**src/rtl/arinc_tx_pkg.sv**
```systemverilog
package arinc_tx_pkg;
  localparam int BYTE_W         = 8;
  localparam int BYTES_PER_WORD = 4;
  localparam int WORD_W         = BYTE_W * BYTES_PER_WORD;
  localparam int GAP_BITS       = 4;
  localparam int SLOT_BITS      = WORD_W + GAP_BITS;
  localparam int SYNC_BIT       = 8;  // 1-based serial position of the sync strobe

  // Apply the bit-32 policy to an assembled word.
  function automatic logic [WORD_W-1:0] seal_word(input logic [WORD_W-1:0] w,
                                                  input logic            par_en);
    logic [WORD_W-1:0] r;
    r = w;
    if (par_en) r[WORD_W-1] = ~^w[WORD_W-2:0];
    return r;
  endfunction
endpackage

```
**src/rtl/arinc_bit_timer.sv**
```systemverilog
module arinc_bit_timer #(
  parameter int CLKS_PER_BIT = 4
) (
  input  logic clk,
  input  logic rst,
  output logic bit_end_o,
  output logic high_o
);
  localparam int CW = (CLKS_PER_BIT > 2) ? $clog2(CLKS_PER_BIT) : 1;
  localparam logic [CW-1:0] LAST = CW'(CLKS_PER_BIT - 1);
  localparam logic [CW-1:0] HALF = CW'(CLKS_PER_BIT / 2);

  logic [CW-1:0] cyc_q;

  always_ff @(posedge clk) begin
    if (rst)                cyc_q <= '0;
    else if (cyc_q == LAST) cyc_q <= '0;
    else                    cyc_q <= cyc_q + CW'(1);
  end

  assign bit_end_o = (cyc_q == LAST);
  assign high_o    = (cyc_q < HALF);
endmodule

```
**src/rtl/arinc_byte_loader.sv**
```systemverilog
module arinc_byte_loader
  import arinc_tx_pkg::*;
(
  input  logic              clk,
  input  logic              rst,
  input  logic [BYTE_W-1:0] bus_i,
  input  logic              label_i,
  input  logic              wr_n_i,
  input  logic              take_i,
  output logic [WORD_W-1:0] word_o,
  output logic              full_o
);
  localparam int CNT_W = $clog2(BYTES_PER_WORD);
  localparam logic [CNT_W-1:0] LAST_BYTE = CNT_W'(BYTES_PER_WORD - 1);

  logic             wr_n_q;
  logic             full_q;
  logic [CNT_W-1:0] cnt_q;
  logic             strobe, cap, cap_label, cap_body;
  logic [BYTES_PER_WORD-1:0] sel;

  always_ff @(posedge clk) begin
    if (rst) wr_n_q <= 1'b1;
    else     wr_n_q <= wr_n_i;
  end

  assign strobe    = !wr_n_q && wr_n_i;
  assign cap       = strobe && !full_q;
  assign cap_label = cap && label_i;
  assign cap_body  = cap && !label_i && (cnt_q != '0);

  always_ff @(posedge clk) begin
    if (rst) begin
      cnt_q  <= '0;
      full_q <= 1'b0;
    end else if (take_i) begin
      full_q <= 1'b0;
    end else if (cap_label) begin
      cnt_q <= CNT_W'(1);
    end else if (cap_body) begin
      if (cnt_q == LAST_BYTE) begin
        full_q <= 1'b1;
        cnt_q  <= '0;
      end else begin
        cnt_q <= cnt_q + CNT_W'(1);
      end
    end
  end

  for (genvar g = 0; g < BYTES_PER_WORD; g++) begin : g_byte
    logic [BYTE_W-1:0] byte_q;
    assign sel[g] = (g == 0) ? cap_label : (cap_body && (cnt_q == CNT_W'(g)));
    always_ff @(posedge clk) begin
      if (rst)         byte_q <= '0;
      else if (sel[g]) byte_q <= bus_i;
    end
    assign word_o[g*BYTE_W +: BYTE_W] = byte_q;
  end

  assign full_o = full_q;

  // a full buffer stays full until the shifter takes it
  a_r5_full_holds: assert property (@(posedge clk) disable iff (rst)
    (full_q && !take_i) |=> full_q);
  // a label write restarts assembly at byte 2 next
  a_r12_label_restarts: assert property (@(posedge clk) disable iff (rst)
    cap_label |=> (cnt_q == CNT_W'(1) && !full_q));
  // a low-address write with no label pending changes nothing
  a_r1_orphan_ignored: assert property (@(posedge clk) disable iff (rst)
    (cap && !label_i && cnt_q == '0) |=> (cnt_q == '0 && !full_q));
  // writes while full leave the buffered word alone
  a_r11_no_write_when_full: assert property (@(posedge clk) disable iff (rst)
    (strobe && full_q && !take_i) |=> (full_q && $stable(word_o)));
endmodule

```
**src/rtl/arinc_word_shifter.sv**
```systemverilog
module arinc_word_shifter
  import arinc_tx_pkg::*;
(
  input  logic              clk,
  input  logic              rst,
  input  logic              bit_end_i,
  input  logic              high_i,
  input  logic [WORD_W-1:0] word_i,
  input  logic              full_i,
  input  logic              par_en_i,
  output logic              take_o,
  output logic              one_o,
  output logic              zero_o,
  output logic              nrz_o,
  output logic              sync_n_o,
  output logic              xclk_o
);
  localparam int IDX_W = $clog2(SLOT_BITS);
  localparam logic [IDX_W-1:0] IDX_LAST = IDX_W'(SLOT_BITS - 1);
  localparam logic [IDX_W-1:0] IDX_XFER = IDX_W'(SLOT_BITS - 2);
  localparam logic [IDX_W-1:0] IDX_GAP0 = IDX_W'(WORD_W);
  localparam logic [IDX_W-1:0] IDX_SYNC = IDX_W'(SYNC_BIT - 1);

  logic              busy_q, queued_q;
  logic [IDX_W-1:0]  idx_q;
  logic [WORD_W-1:0] sh_q;
  logic              in_data;
  logic              one_q, zero_q, nrz_q, sync_n_q, xclk_q;

  assign in_data = busy_q && (idx_q < IDX_GAP0);
  assign take_o  = bit_end_i && full_i &&
                   (!busy_q || idx_q == IDX_XFER || (idx_q == IDX_LAST && !queued_q));

  always_ff @(posedge clk) begin
    if (rst) begin
      busy_q   <= 1'b0;
      queued_q <= 1'b0;
      idx_q    <= '0;
      sh_q     <= '0;
    end else if (bit_end_i) begin
      if (take_o)       sh_q <= seal_word(word_i, par_en_i);
      else if (in_data) sh_q <= sh_q >> 1;

      if (!busy_q) begin
        busy_q <= full_i;
        idx_q  <= '0;
      end else if (idx_q == IDX_LAST) begin
        queued_q <= 1'b0;
        idx_q    <= '0;
        busy_q   <= queued_q || full_i;
      end else begin
        idx_q <= idx_q + IDX_W'(1);
        if (idx_q == IDX_XFER && full_i) queued_q <= 1'b1;
      end
    end
  end

  always_ff @(posedge clk) begin
    if (rst) begin
      one_q    <= 1'b0;
      zero_q   <= 1'b0;
      nrz_q    <= 1'b0;
      sync_n_q <= 1'b1;
      xclk_q   <= 1'b0;
    end else begin
      xclk_q   <= high_i;
      one_q    <= in_data && high_i && sh_q[0];
      zero_q   <= in_data && high_i && !sh_q[0];
      nrz_q    <= in_data && sh_q[0];
      sync_n_q <= !(in_data && idx_q == IDX_SYNC && !high_i);
    end
  end

  assign one_o    = one_q;
  assign zero_o   = zero_q;
  assign nrz_o    = nrz_q;
  assign sync_n_o = sync_n_q;
  assign xclk_o   = xclk_q;

  a_r8_rz_exclusive: assert property (@(posedge clk) disable iff (rst)
    !(one_q && zero_q));
  a_r8_rz_high_half: assert property (@(posedge clk) disable iff (rst)
    !xclk_q |-> !(one_q || zero_q));
  a_r10_sync_low_half: assert property (@(posedge clk) disable iff (rst)
    !sync_n_q |-> !xclk_q);
  a_r3_gap_is_null: assert property (@(posedge clk) disable iff (rst)
    (busy_q && idx_q >= IDX_GAP0) |=> !(one_q || zero_q || nrz_q));
  a_r6_start_after_take: assert property (@(posedge clk) disable iff (rst)
    (take_o && (!busy_q || idx_q == IDX_LAST)) |=> (busy_q && idx_q == '0));
  a_r6_take_in_gap: assert property (@(posedge clk) disable iff (rst)
    take_o |-> (!busy_q || idx_q >= IDX_XFER));
endmodule

```
**src/rtl/arinc_byte_tx.sv**
```systemverilog
module arinc_byte_tx
  import arinc_tx_pkg::*;
#(
  parameter int CLKS_PER_BIT = 4
) (
  input  logic              clk,
  input  logic              rst,
  input  logic [BYTE_W-1:0] din,
  input  logic              label_wr,
  input  logic              wr_n,
  input  logic              par_en,
  output logic              ready,
  output logic              line_one,
  output logic              line_zero,
  output logic              ser_data,
  output logic              ser_sync_n,
  output logic              bit_clk
);
  logic              bit_end, high_ph, take, full;
  logic [WORD_W-1:0] word;

  arinc_bit_timer #(.CLKS_PER_BIT(CLKS_PER_BIT)) u_timer (
    .clk      (clk),
    .rst      (rst),
    .bit_end_o(bit_end),
    .high_o   (high_ph)
  );

  arinc_byte_loader u_loader (
    .clk    (clk),
    .rst    (rst),
    .bus_i  (din),
    .label_i(label_wr),
    .wr_n_i (wr_n),
    .take_i (take),
    .word_o (word),
    .full_o (full)
  );

  arinc_word_shifter u_shift (
    .clk      (clk),
    .rst      (rst),
    .bit_end_i(bit_end),
    .high_i   (high_ph),
    .word_i   (word),
    .full_i   (full),
    .par_en_i (par_en),
    .take_o   (take),
    .one_o    (line_one),
    .zero_o   (line_zero),
    .nrz_o    (ser_data),
    .sync_n_o (ser_sync_n),
    .xclk_o   (bit_clk)
  );

  assign ready = !full;
endmodule

```
**config.mk**
```make
export PLATFORM = sky130hd
export DESIGN_NAME = arinc_byte_tx
export DESIGN_NICKNAME = d
export VERILOG_FILES = /design/src/rtl/arinc_tx_pkg.sv /design/src/rtl/arinc_bit_timer.sv /design/src/rtl/arinc_byte_loader.sv /design/src/rtl/arinc_word_shifter.sv /design/src/rtl/arinc_byte_tx.sv
export SDC_FILE = /design/constraint.sdc
export NUM_CORES = 1
export LEC_CHECK = 0
export ABC_AREA = 1
export BUFFER_PORTS_ARGS = -buffer_cell sky130_fd_sc_hd__buf_2
export CORE_ASPECT_RATIO = 1.25
export CORE_UTILIZATION = 40
export CTS_CLUSTER_SIZE = 16
export DETAILED_ROUTE_END_ITERATION = 12
export SLEW_MARGIN = 20
export SYNTH_ARGS = -nofsm -noshare
export SYNTH_HDL_FRONTEND = slang
export SYNTH_SLANG_ARGS = --single-unit
export TNS_END_PERCENT = 10
```
**constraint.sdc**
```tcl
create_clock -name clk -period 5 [get_ports clk]
set_clock_uncertainty 0.15 [all_clocks]
set_input_delay 0.75 -clock clk [delete_from_list [all_inputs] [get_ports clk]]
set_output_delay 0.75 -clock clk [all_outputs]
set_load 0.01 [all_outputs]
```
==> flow_metrics.py, run 1 <==
metrics = {
    "detailed_routing": {
        "viasPerCell": 4.91,
        "vias": 3596,
        "ant_nets": 0,
        "dr.pass1.iters": 4,
        "avgRoutedWirePerCell_um": 12.4,
        "drc": 0,
        "drt_wl_total_um": 9100,
        "drt_iter0_drc": 164,
    },
    "sta": {
        "rsz0062_at_grt": "false",
        "setup_violations": 0,
        "max_slew_margin_pct": 46.3,
        "max_freq_mhz": 350,
        "tightest_slew_ns": 0.804,
        "finalMaxSlewViolations": 0,
        "timing.setup.tns_ns": 0,
        "fin_crit_ns": 2.86,
        "finalCritPeriodShare_pct": 57.2,
        "hold_viol": 0,
    },
    "setup_path": {
        "r2r-start": "u_shift.idx_q[1]",
        "r2r_setup_slack_ns": 2.14,
        "cp-start-kind": "flop",
        "rr_worst_depth": 9,
        "critPathRequiredTime_ns": 5.10,
        "startpoint": "u_shift.idx_q[1]",
        "crit_end": "u_shift.sh_q[2]",
        "cp-end-kind": "flop",
        "reg2reg_to": "u_shift.sh_q[2]",
        "cp_max_fo": 23,
        "cp_data_arrival_time_ns": 2.96,
        "critical_path_class": "reg2reg",
    },
    "cells_and_area": {
        "area_growth_pct": 11.9,
        "regArea_um2": 1660,
        "final_net_count": 621,
        "drive_above_1_share_pct": 6.44,
        "n_fill_cell": 1018,
        "multi_input_area_um2": 1970,
        "num_antenna_cells": 0,
        "fin_area_um2": 4430,
    },
    "floorplan": {
        "fp-row-count": 40,
        "io_pins": 19,
        "die_x_um": 91.0,
        "dieArea_um2": 10300,
        "initial_core_util_pct": 41.2,
        "die_y_um": 113,
        "core_area_um2": 9610,
    },
    "grt": {
        "antenna_found_initial": 0,
        "grt_pass1_vias": 3402,
        "grt_max_degree": 43,
        "grt_use_total_pct": 19.2,
        "grt_pass1_wl_um": 15600,
        "overflow": 0,
    },
    "synth": {
        "netlist_area_um2": 3960,
        "synthArstFlopShare_pct": 0,
        "avgSynthCellArea_um2": 6.67,
        "synthTopCellsByArea": "dfxtp_1 42%, nand2_1 24%, inv_1 5.6%",
        "syn_nets": 613,
        "synth_area_leader_cell": "dfxtp_1",
        "syn_inst": 593,
        "synth_edf_count": 0,
        "yosys_most_used_dff": "dfxtp_1",
        "synthTopCellsByCount": "249 x nand2_1, 83 x dfxtp_1, 59 x inv_1, 38 x a21oi_1, 34 x o21ai_0",
        "ys_warn_count": 0,
        "yosysMostFrequentCell": "nand2_1",
        "synth_cell_type_count": 27,
        "ys_seq_area_share_pct": 42.0,
        "synth_seq_cells": 83,
        "synth_top_area_share_pct": 42.0,
    },
    "power_and_ir_drop": {
        "p_leak_uw": 0.00185,
        "ir_drop_mv": 0.208,
        "power.density_nw_per_um2": 324,
    },
    "clocking": {
        "cts.clk_slew.worst_paths_ns": 0.06,
        "clockBufferDepth": 2,
        "cts_tree": "built",
        "cts_hold_buffers": 0,
        "clock-sinks": 83,
        "cts.htree.levels": 3,
        "post_cts.repair.setup_buffers": 0,
        "clk_latency_ns": 0.34,
        "cts-root-buf": "clkbuf_16",
        "numCtsBuffers": 9,
        "post_cts_resized": 0,
    },
    "placement": {
        "hpwlAfterDp_um": 6380,
        "io_buffer_count": 18,
        "gp_congestion": 0.776,
        "place_area_um2": 4120,
    },
    "hold_path": {
        "worstHoldStart": "u_timer.cyc_q[0]",
        "hold_class": "reg2reg",
    },
    "run": {
        "cap_violations": 0,
    },
    "outcome": {
        "status": "finished, final reports clean",
    },
}
## layout by cell type (no fill, tap or decap)
cell,n
nand2_1,249
dfxtp_1,83
inv_1,59
a21oi_1,38
o21ai_0,34
nand3_1,25
nor2_1,24
a31oi_1,20
buf_2,18
clkbuf_16,9
o211ai_1,8
ha_1,7
xor2_1,5
nor3_1,4
clkbuf_1,3
nor2_2,2
nand4_1,2
nor4_1,2
xnor2_1,2
bufinv_16,2
clkinvlp_4,2
buf_4,2
inv_2,1
nor3_4,1
nor3b_4,1
a211oi_1,1
a211oi_2,1
a311oi_1,1
## flip-flops by register name (all words and copies together) (netlist names)
signal	count
u_loader.cnt_q	2
u_loader.full_o	1
u_loader.g_byte.byte_q	32
u_loader.wr_n_q	1
u_shift.busy_q	1
u_shift.idx_q	6
u_shift.nrz_o	1
u_shift.one_o	1
u_shift.queued_q	1
u_shift.sh_q	32
u_shift.sync_n_o	1
u_shift.xclk_o	1
u_shift.zero_o	1
u_timer.cyc_q	2
## logic make-up after synthesis
| group | after synthesis | synth area share, % |
|---|---|---|
| buffers and inverters | 83 | 8.32 |
| DFF | 83 | 42.0 |
| xor gates and xnor gates | 7 | 1.55 |
| adders and majority gates | 7 | 2.21 |
| and+or+nand+nor | 310 | 31.4 |
| AOI/OAI and AO/OA | 103 | 14.5 |
## routing by layer
metal	global-route usage (%)	wire length, um	part of all wire (%)
met2	31.9	4210	46
met5	0	0	0
met3	4.70	414	4.6
met4	6.03	103	1.1
met1	24.6	4370	48
## power by group
group / total [uW] / internal, uW / leakage, uW / switching, uW
sequential: 674 / 668 / 0.000670 / 6.13
clock: 699 / 438 / 0.000143 / 261
combinational: 61.9 / 19.2 / 0.00103 / 42.7
total: 1440 / 1130 / 0.00185 / 310
## critical path, stage by stage, from the launching register on
cell and delay, ns:
dfxtp_1 0.38, ha_1 0.21, nand2_1 0.07, nor2_2 0.11, nand2_1 0.08, nand3_1 0.07
nand3_1 0.56, inv_1 0.79, nand2_1 0.14, a31oi_1 0.21
## how the worst min path moves through the flow
stage                     cells past startpoint  slack (ns)               end
after CTS                                     1        0.28  u_timer.cyc_q[0]
after detailed placement                      1        0.27  u_timer.cyc_q[0]
after global routing                          1        0.29  u_timer.cyc_q[0]
after global placement                        1        0.26  u_timer.cyc_q[0]
after floorplan                               1        0.25  u_timer.cyc_q[0]
final                                         1        0.27  u_timer.cyc_q[0]
## layout make-up
type / instances / share of cell area, %
inverters: 60 / 5.09
clock buffers: 12 / 5.34
repair buffers: 20 / 2.37
well taps: 126 / 3.56
clock inverters: 4 / 1.70
multi-input cells: 427 / 44.4
flip-flops and latches: 83 / 37.5
## stage by stage
step	cells	worst slack, ns	total power, uW	utilization [%]	hold WS (ns)
after global placement	716	2.30	751	42.8	0.260
after CTS	732	2.16	1460	46.1	0.276
after global routing	732	1.85	1490	46.1	0.291
after floorplan	593	2.98	728	-	0.248
after detailed placement	716	2.19	752	42.8	0.268
final	732	2.14	1440	46.1	0.272
Power figures use the tool's default switching activity.
==> run 2: changes to the inputs <==
- clock period: 5 -> 2.7 ns (I/O delays scaled with it)
==> run 2 against run 1 <==
Net effect:
- non-clock buffer count increased by 3
- register-to-register slack got worse by 1.6 ns
- sequential share of layout area decreased by 0.18 points
- die area unchanged
- core utilization increased by 0.22 points
- final area increased by 0.48%
- worst hold slack got worse by 0.13 ns
- combinational power increased by 91%
- routed wire length increased by 1.7%
- largest cell class unchanged
==> flow_metrics.py, run 2 (synthesis results as in run 1) <==
metrics = {
    "outcome": {
        "status": "finished, final reports clean",
    },
    "detailed_routing": {
        "drt_wl_total_um": 9250,
        "vias": 3658,
        "ant_nets": 0,
        "avgRoutedWirePerCell_um": 12.6,
        "dr.pass1.iters": 4,
        "viasPerCell": 4.98,
        "drt_iter0_drc": 183,
        "drc": 0,
    },
    "setup_path": {
        "cp_max_fo": 23,
        "startpoint": "u_shift.idx_q[1]",
        "cp_cell_sequence": "ha_1 -> nand2_1 -> nor2_2 -> nand2_1 -> nand3_1 -> nand3_1 -> buf_4 -> inv_1 -> buf_4 -> nand2_1 -> a31oi_1",
        "crit_buf_inv": 3,
        "cp-end-kind": "flop",
        "max_stage_delay_ns": 0.39,
        "r2r-start": "u_shift.idx_q[1]",
        "cpMaxStageDelayCell": "dfxtp_1",
        "crit_path_frequent_cell": "nand2_1",
        "critPathRequiredTime_ns": 2.81,
        "cp_data_arrival_time_ns": 2.25,
        "critPathTopFamily": "buffers and inverters",
        "cp-start-kind": "flop",
        "critical_path_class": "reg2reg",
    },
    "cells_and_area": {
        "regArea_um2": 1660,
        "multi_input_area_um2": 1970,
        "top_regs": "u_loader.g_byte.byte_q x32, u_shift.sh_q x32, u_shift.idx_q x6",
        "num_antenna_cells": 0,
        "n_fill_cell": 997,
        "area_growth_pct": 12.4,
        "final_cell_mix": "249 x nand2_1, 83 x dfxtp_1, 59 x inv_1",
        "final_net_count": 624,
        "fin_area_um2": 4450,
        "drive_above_1_share_pct": 7.06,
        "final_common_cell": "nand2_1",
    },
    "clocking": {
        "numCtsBuffers": 9,
        "cts-root-buf": "clkbuf_16",
        "cts_tree": "built",
        "post_cts_resized": 0,
        "post_cts.repair.setup_buffers": 0,
        "clock-sinks": 83,
        "cts.htree.levels": 3,
        "cts_hold_buffers": 0,
        "clk_latency_ns": 0.34,
        "clockBufferDepth": 2,
        "cts.clk_slew.worst_paths_ns": 0.06,
    },
    "grt": {
        "grt_max_degree": 44,
        "grt_pass1_vias": 3272,
        "grt_use_total_pct": 19.1,
        "overflow": 0,
        "grt_pass1_wl_um": 15300,
        "antenna_found_initial": 0,
    },
    "floorplan": {
        "die_y_um": 113,
        "io_pins": 19,
        "dieArea_um2": 10300,
        "die_x_um": 91.0,
        "fp-row-count": 40,
        "initial_core_util_pct": 41.2,
        "core_area_um2": 9610,
    },
    "power_and_ir_drop": {
        "ir_drop_mv": 0.311,
        "p_leak_uw": 0.00187,
        "power.density_nw_per_um2": 599,
    },
    "placement": {
        "hpwlAfterDp_um": 6340,
        "dp_slack_ns": 0.577,
        "io_buffer_count": 18,
        "place_area_um2": 4140,
        "gp_congestion": 0.798,
    },
    "hold_path": {
        "hold_class": "in2reg",
        "worstHoldStart": "wr_n",
    },
    "sta": {
        "timing.setup.tns_ns": 0,
        "max_freq_mhz": 468,
        "finalCritPeriodShare_pct": 79.2,
        "setup_slack_ns": 0.562,
        "finalMaxSlewViolations": 0,
        "hold_viol": 0,
        "max_slew_margin_pct": 62.2,
        "tightest_slew_ns": 0.566,
        "fin_crit_ns": 2.14,
        "setup_violations": 0,
        "rsz0062_at_grt": "false",
    },
    "run": {
        "cap_violations": 0,
    },
}
==> run 2: stage by stage <==
step / power, uW / hold slack (ns) / cells / util (%)
floorplan: 1350 / 0.248 / 593 / -
global placement: 1390 / 0.258 / 719 / 43.1
detailed placement: 1390 / 0.268 / 719 / 43.1
CTS: 2700 / 0.136 / 735 / 46.3
global route: 2760 / 0.150 / 735 / 46.3
finish: 2660 / 0.143 / 735 / 46.3
==> run 2: area by class of cell <==
cell class	count	area share, %
clock inverters	5	1.74
flip-flops and latches	83	37.4
well taps	126	3.54
clock buffers	11	5.23
multi-input cells	427	44.2
repair buffers	23	2.87
inverters	60	5.06
==> run 2: power breakdown <==
| part | total, uW | switching (uW) | internal (uW) |
|---|---|---|---|
| Combinational | 118 | 81.3 | 36.6 |
| Clock | 1300 | 490 | 807 |
| Sequential | 1250 | 10.4 | 1240 |
==> run 2: final timing paths <==
kind	end	slack, ns	cells after the start
min	u_loader.wr_n_q	0.14	3
max reg2reg	u_shift.sh_q[7]	0.56	11
min reg2reg	u_timer.cyc_q[0]	0.27	1
max	u_shift.sh_q[7]	0.56	11
==> run 2: per-layer routing <==
metal / vias to the layer above / routed length, um / GRT usage (%)
met1: 1680 / 4410 / 23.6
met3: 8 / 310 / 3.97
met2: 59 / 4400 / 32.1
met4: 0 / 124 / 8.15
met5: - / 0 / 0
li1: 1911 / - / -
==> run 2: worst register-to-register path: stages, from the launching register on <==
cell,delay (ns)
dfxtp_1,0.39
ha_1,0.21
nand2_1,0.07
nor2_2,0.12
nand2_1,0.08
nand3_1,0.07
nand3_1,0.09
buf_4,0.23
inv_1,0.07
buf_4,0.27
nand2_1,0.12
a31oi_1,0.19
==> run 3: changes to the inputs <==
- ABC_AREA: 1 -> 0
- clock period: 2.7 -> 1.8 ns (I/O delays scaled with it)
==> run 3 against run 2 <==
Net effect:
- the flow now finishes with violations (setup timing)
- core utilization increased by 4.7 points
- synthesized cell count is 31% lower
- flip-flop and latch count did not move
- largest cell class unchanged
==> flow_metrics.py, run 3 <==
metrics = {
    "power_and_ir_drop": {
        "seqPwrFrac_pct": 49.5,
        "clkPwrFrac_pct": 46.2,
        "swShare_pct": 22.4,
        "p_leak_uw": 0.00158,
        "cell_internal_pwr_uw": 2930,
        "p_comb_share_pct": 4.3,
        "power.density_nw_per_um2": 803,
        "ir_drop_mv": 0.464,
        "p_switching_uw": 846,
    },
    "clocking": {
        "clockBufferDepth": 2,
        "cts_tree": "built",
        "cts-root-buf": "clkbuf_16",
        "cts.clk_slew.worst_paths_ns": 0.06,
        "clk_latency_ns": 0.34,
        "numCtsBuffers": 9,
        "cts.htree.levels": 3,
        "clock-sinks": 83,
    },
    "setup_path": {
        "r2r-start": "u_shift.idx_q[0]",
        "cp_data_arrival_time_ns": 1.93,
        "rr_worst_depth": 8,
        "critical_path_class": "reg2reg",
        "cp-start-kind": "flop",
        "cp-end-kind": "flop",
        "r2r_setup_slack_ns": -0.01,
        "critPathRequiredTime_ns": 1.92,
        "reg2reg_to": "u_shift.sh_q[17]",
        "cp_max_fo": 12,
    },
    "cells_and_area": {
        "num_antenna_cells": 0,
        "top_regs": "u_loader.g_byte.byte_q x32, u_shift.sh_q x32, u_shift.idx_q x6",
        "fin_area_um2": 4700,
        "final_cell_mix": "78 x dfxtp_1, 64 x nand2_1, 38 x a21oi_1",
        "regArea_um2": 1670,
        "final_common_cell": "dfxtp_1",
        "area_growth_pct": 22.4,
        "n_fill_cell": 859,
        "fin_util_pct": 50.9,
        "drive_above_1_share_pct": 32.7,
        "final_net_count": 467,
        "multi_input_area_um2": 2100,
    },
    "synth": {
        "yosys_most_used_dff": "dfxtp_1",
        "synth_cell_type_count": 48,
        "avgSynthCellArea_um2": 9.39,
        "ys_warn_count": 0,
        "synth_edf_count": 0,
        "syn_nets": 429,
        "synth_top_area_share_pct": 43.3,
        "syn_inst": 409,
        "synthTopCellsByCount": "83 x dfxtp_1, 75 x nand2_1, 40 x a21oi_1, 24 x nand3_1, 21 x xnor2_1",
        "synthTopCellsByArea": "dfxtp_1 43%, nand2_1 7.3%, a22oi_2 6.2%",
        "netlist_area_um2": 3840,
        "synth_area_leader_cell": "dfxtp_1",
        "yosysMostFrequentCell": "dfxtp_1",
        "ys_seq_area_share_pct": 43.3,
        "synth_seq_cells": 83,
        "synthArstFlopShare_pct": 0,
    },
    "hold_path": {
        "min_to": "u_shift.sh_q[31]",
        "whs_path_depth": 3,
        "hold_class": "in2reg",
        "worstHoldStart": "par_en",
    },
    "sta": {
        "finalCritPeriodShare_pct": 101,
        "tightest_slew_ns": 0.371,
        "fin_crit_ns": 1.81,
        "rsz0062_at_grt": "true",
        "max_slew_margin_pct": 75.3,
        "hold_viol": 0,
        "finalMaxSlewViolations": 0,
        "setup_slack_ns": -0.00992,
        "setup_violations": 2,
        "max_freq_mhz": 553,
    },
    "outcome": {
        "violations": "setup timing",
        "status": "finished with violations",
    },
    "grt": {
        "antenna_found_initial": 0,
        "grt_max_degree": 30,
        "overflow": 0,
        "grt_pass1_vias": 2842,
        "grt_use_total_pct": 18.8,
        "grt_pass1_wl_um": 14100,
    },
    "placement": {
        "gp_congestion": 0.798,
        "hpwlAfterDp_um": 6110,
        "io_buffer_count": 18,
        "place_area_um2": 4190,
    },
    "detailed_routing": {
        "ant_nets": 0,
        "drt_iter0_drc": 142,
        "drt_wl_total_um": 9120,
        "avgRoutedWirePerCell_um": 15.9,
        "dr.pass1.iters": 4,
        "drc": 0,
        "viasPerCell": 5.24,
        "vias": 3015,
    },
    "floorplan": {
        "die_x_um": 89.6,
        "initial_core_util_pct": 41.6,
        "io_pins": 19,
        "die_y_um": 112,
        "dieArea_um2": 10000,
        "core_area_um2": 9220,
        "fp-row-count": 39,
    },
    "run": {
        "cap_violations": 0,
    },
}
-- run 3: changes by cell type after synthesis, moves of 19 or more --
cell / change
a21oi_2: +19
a22oi_2: +19
nand2_1: -174
o21ai_0: -32
a31oi_1: -20
xnor2_1: +19
inv_1: -54
-- run 3: cells by family after synthesis --
group,synth area share [%]
AND/OR/NAND/NOR,17.5
adder cells (fa/ha/maj),2.28
flip-flops,43.3
XOR/XNOR,8.70
multiplexers,2.09
AO/OA/AOI/OAI,21.0
buffers and inverters,5.08
-- run 3: worst max-delay path by stage --
stage	startpoint	end	slack, ns	depth (start not counted)
after detailed placement	u_shift.idx_q[0]	u_shift.sh_q[3]	-0.05	7
after floorplan	u_shift.idx_q[0]	u_shift.sh_q[12]	0.03	8
after CTS	u_timer.cyc_q[0]	u_shift.sh_q[3]	0.01	6
final	u_shift.idx_q[0]	u_shift.sh_q[17]	-0.01	8
after global routing	u_shift.idx_q[1]	u_shift.sh_q[4]	-0.06	8
after global placement	u_shift.idx_q[0]	u_shift.sh_q[5]	0.006	7
-- run 3: what timing repair did --
| action | CTS | global route |
|---|---|---|
| gates resized for setup | 3 | 39 |
| buffers inserted | 0 | 2 |
| cloned | 0 | 2 |
| hold endpoints to repair | 1 | 0 |
| hold buffers | 1 | 0 |
| setup endpoints to repair | 21 | 57 |
-- run 3: metal layers --
layer / up-vias / global-route usage, % / share of wire, %
met5: - / 0 / 0
met4: 0 / 8.25 / 1.8
met3: 12 / 4.30 / 3.0
met2: 50 / 29.9 / 51
met1: 1456 / 23.9 / 45
li1: 1497 / - / -
-- run 3: worst max-delay path, stage by stage, from the launching register on --
cell and delay [ns]:
dfxtp_4 0.36, ha_4 0.16, nor2b_4 0.12, o21a_4 0.21, a211oi_4 0.20, buf_6 0.16
clkbuf_16 0.17, nand2_1 0.08, a21oi_2 0.13
-- run 3: area by class of cell --
type                            instances  area share, %
Inverter                                6          0.479
Clock buffer                           12           5.46
Timing Repair Buffer                   55           9.91
Multi-Input combinational cell        292           44.8
Clock inverter                          4          0.533
Sequential cell                        83           35.6
Tap cell                              123           3.28
-- run 3: stage by stage --
step / power (uW) / instances / setup slack, ns / hold slack, ns / setup TNS (ns)
after global placement: 2060 / 554 / 0.00601 / 0.263 / 0
after detailed placement: 2060 / 554 / -0.0538 / 0.277 / -0.188
after CTS: 3800 / 571 / 0.0132 / 0.0560 / 0
final: 3770 / 575 / -0.00992 / 0.0678 / -0.0113
after global routing: 3910 / 575 / -0.0640 / 0.0735 / -0.795
after floorplan: 1990 / 409 / 0.0298 / 0.227 / 0
-- run 3: power by group through the flow --
| stage | clock (uW) | sequential [uW] | combinational (uW) |
|---|---|---|---|
| floorplan | 0 | 1910 | 86.5 |
| global placement | 0 | 1900 | 153 |
| detailed placement | 0 | 1900 | 155 |
| CTS | 1780 | 1860 | 158 |
| global route | 1860 | 1870 | 179 |
| finish | 1740 | 1870 | 163 |
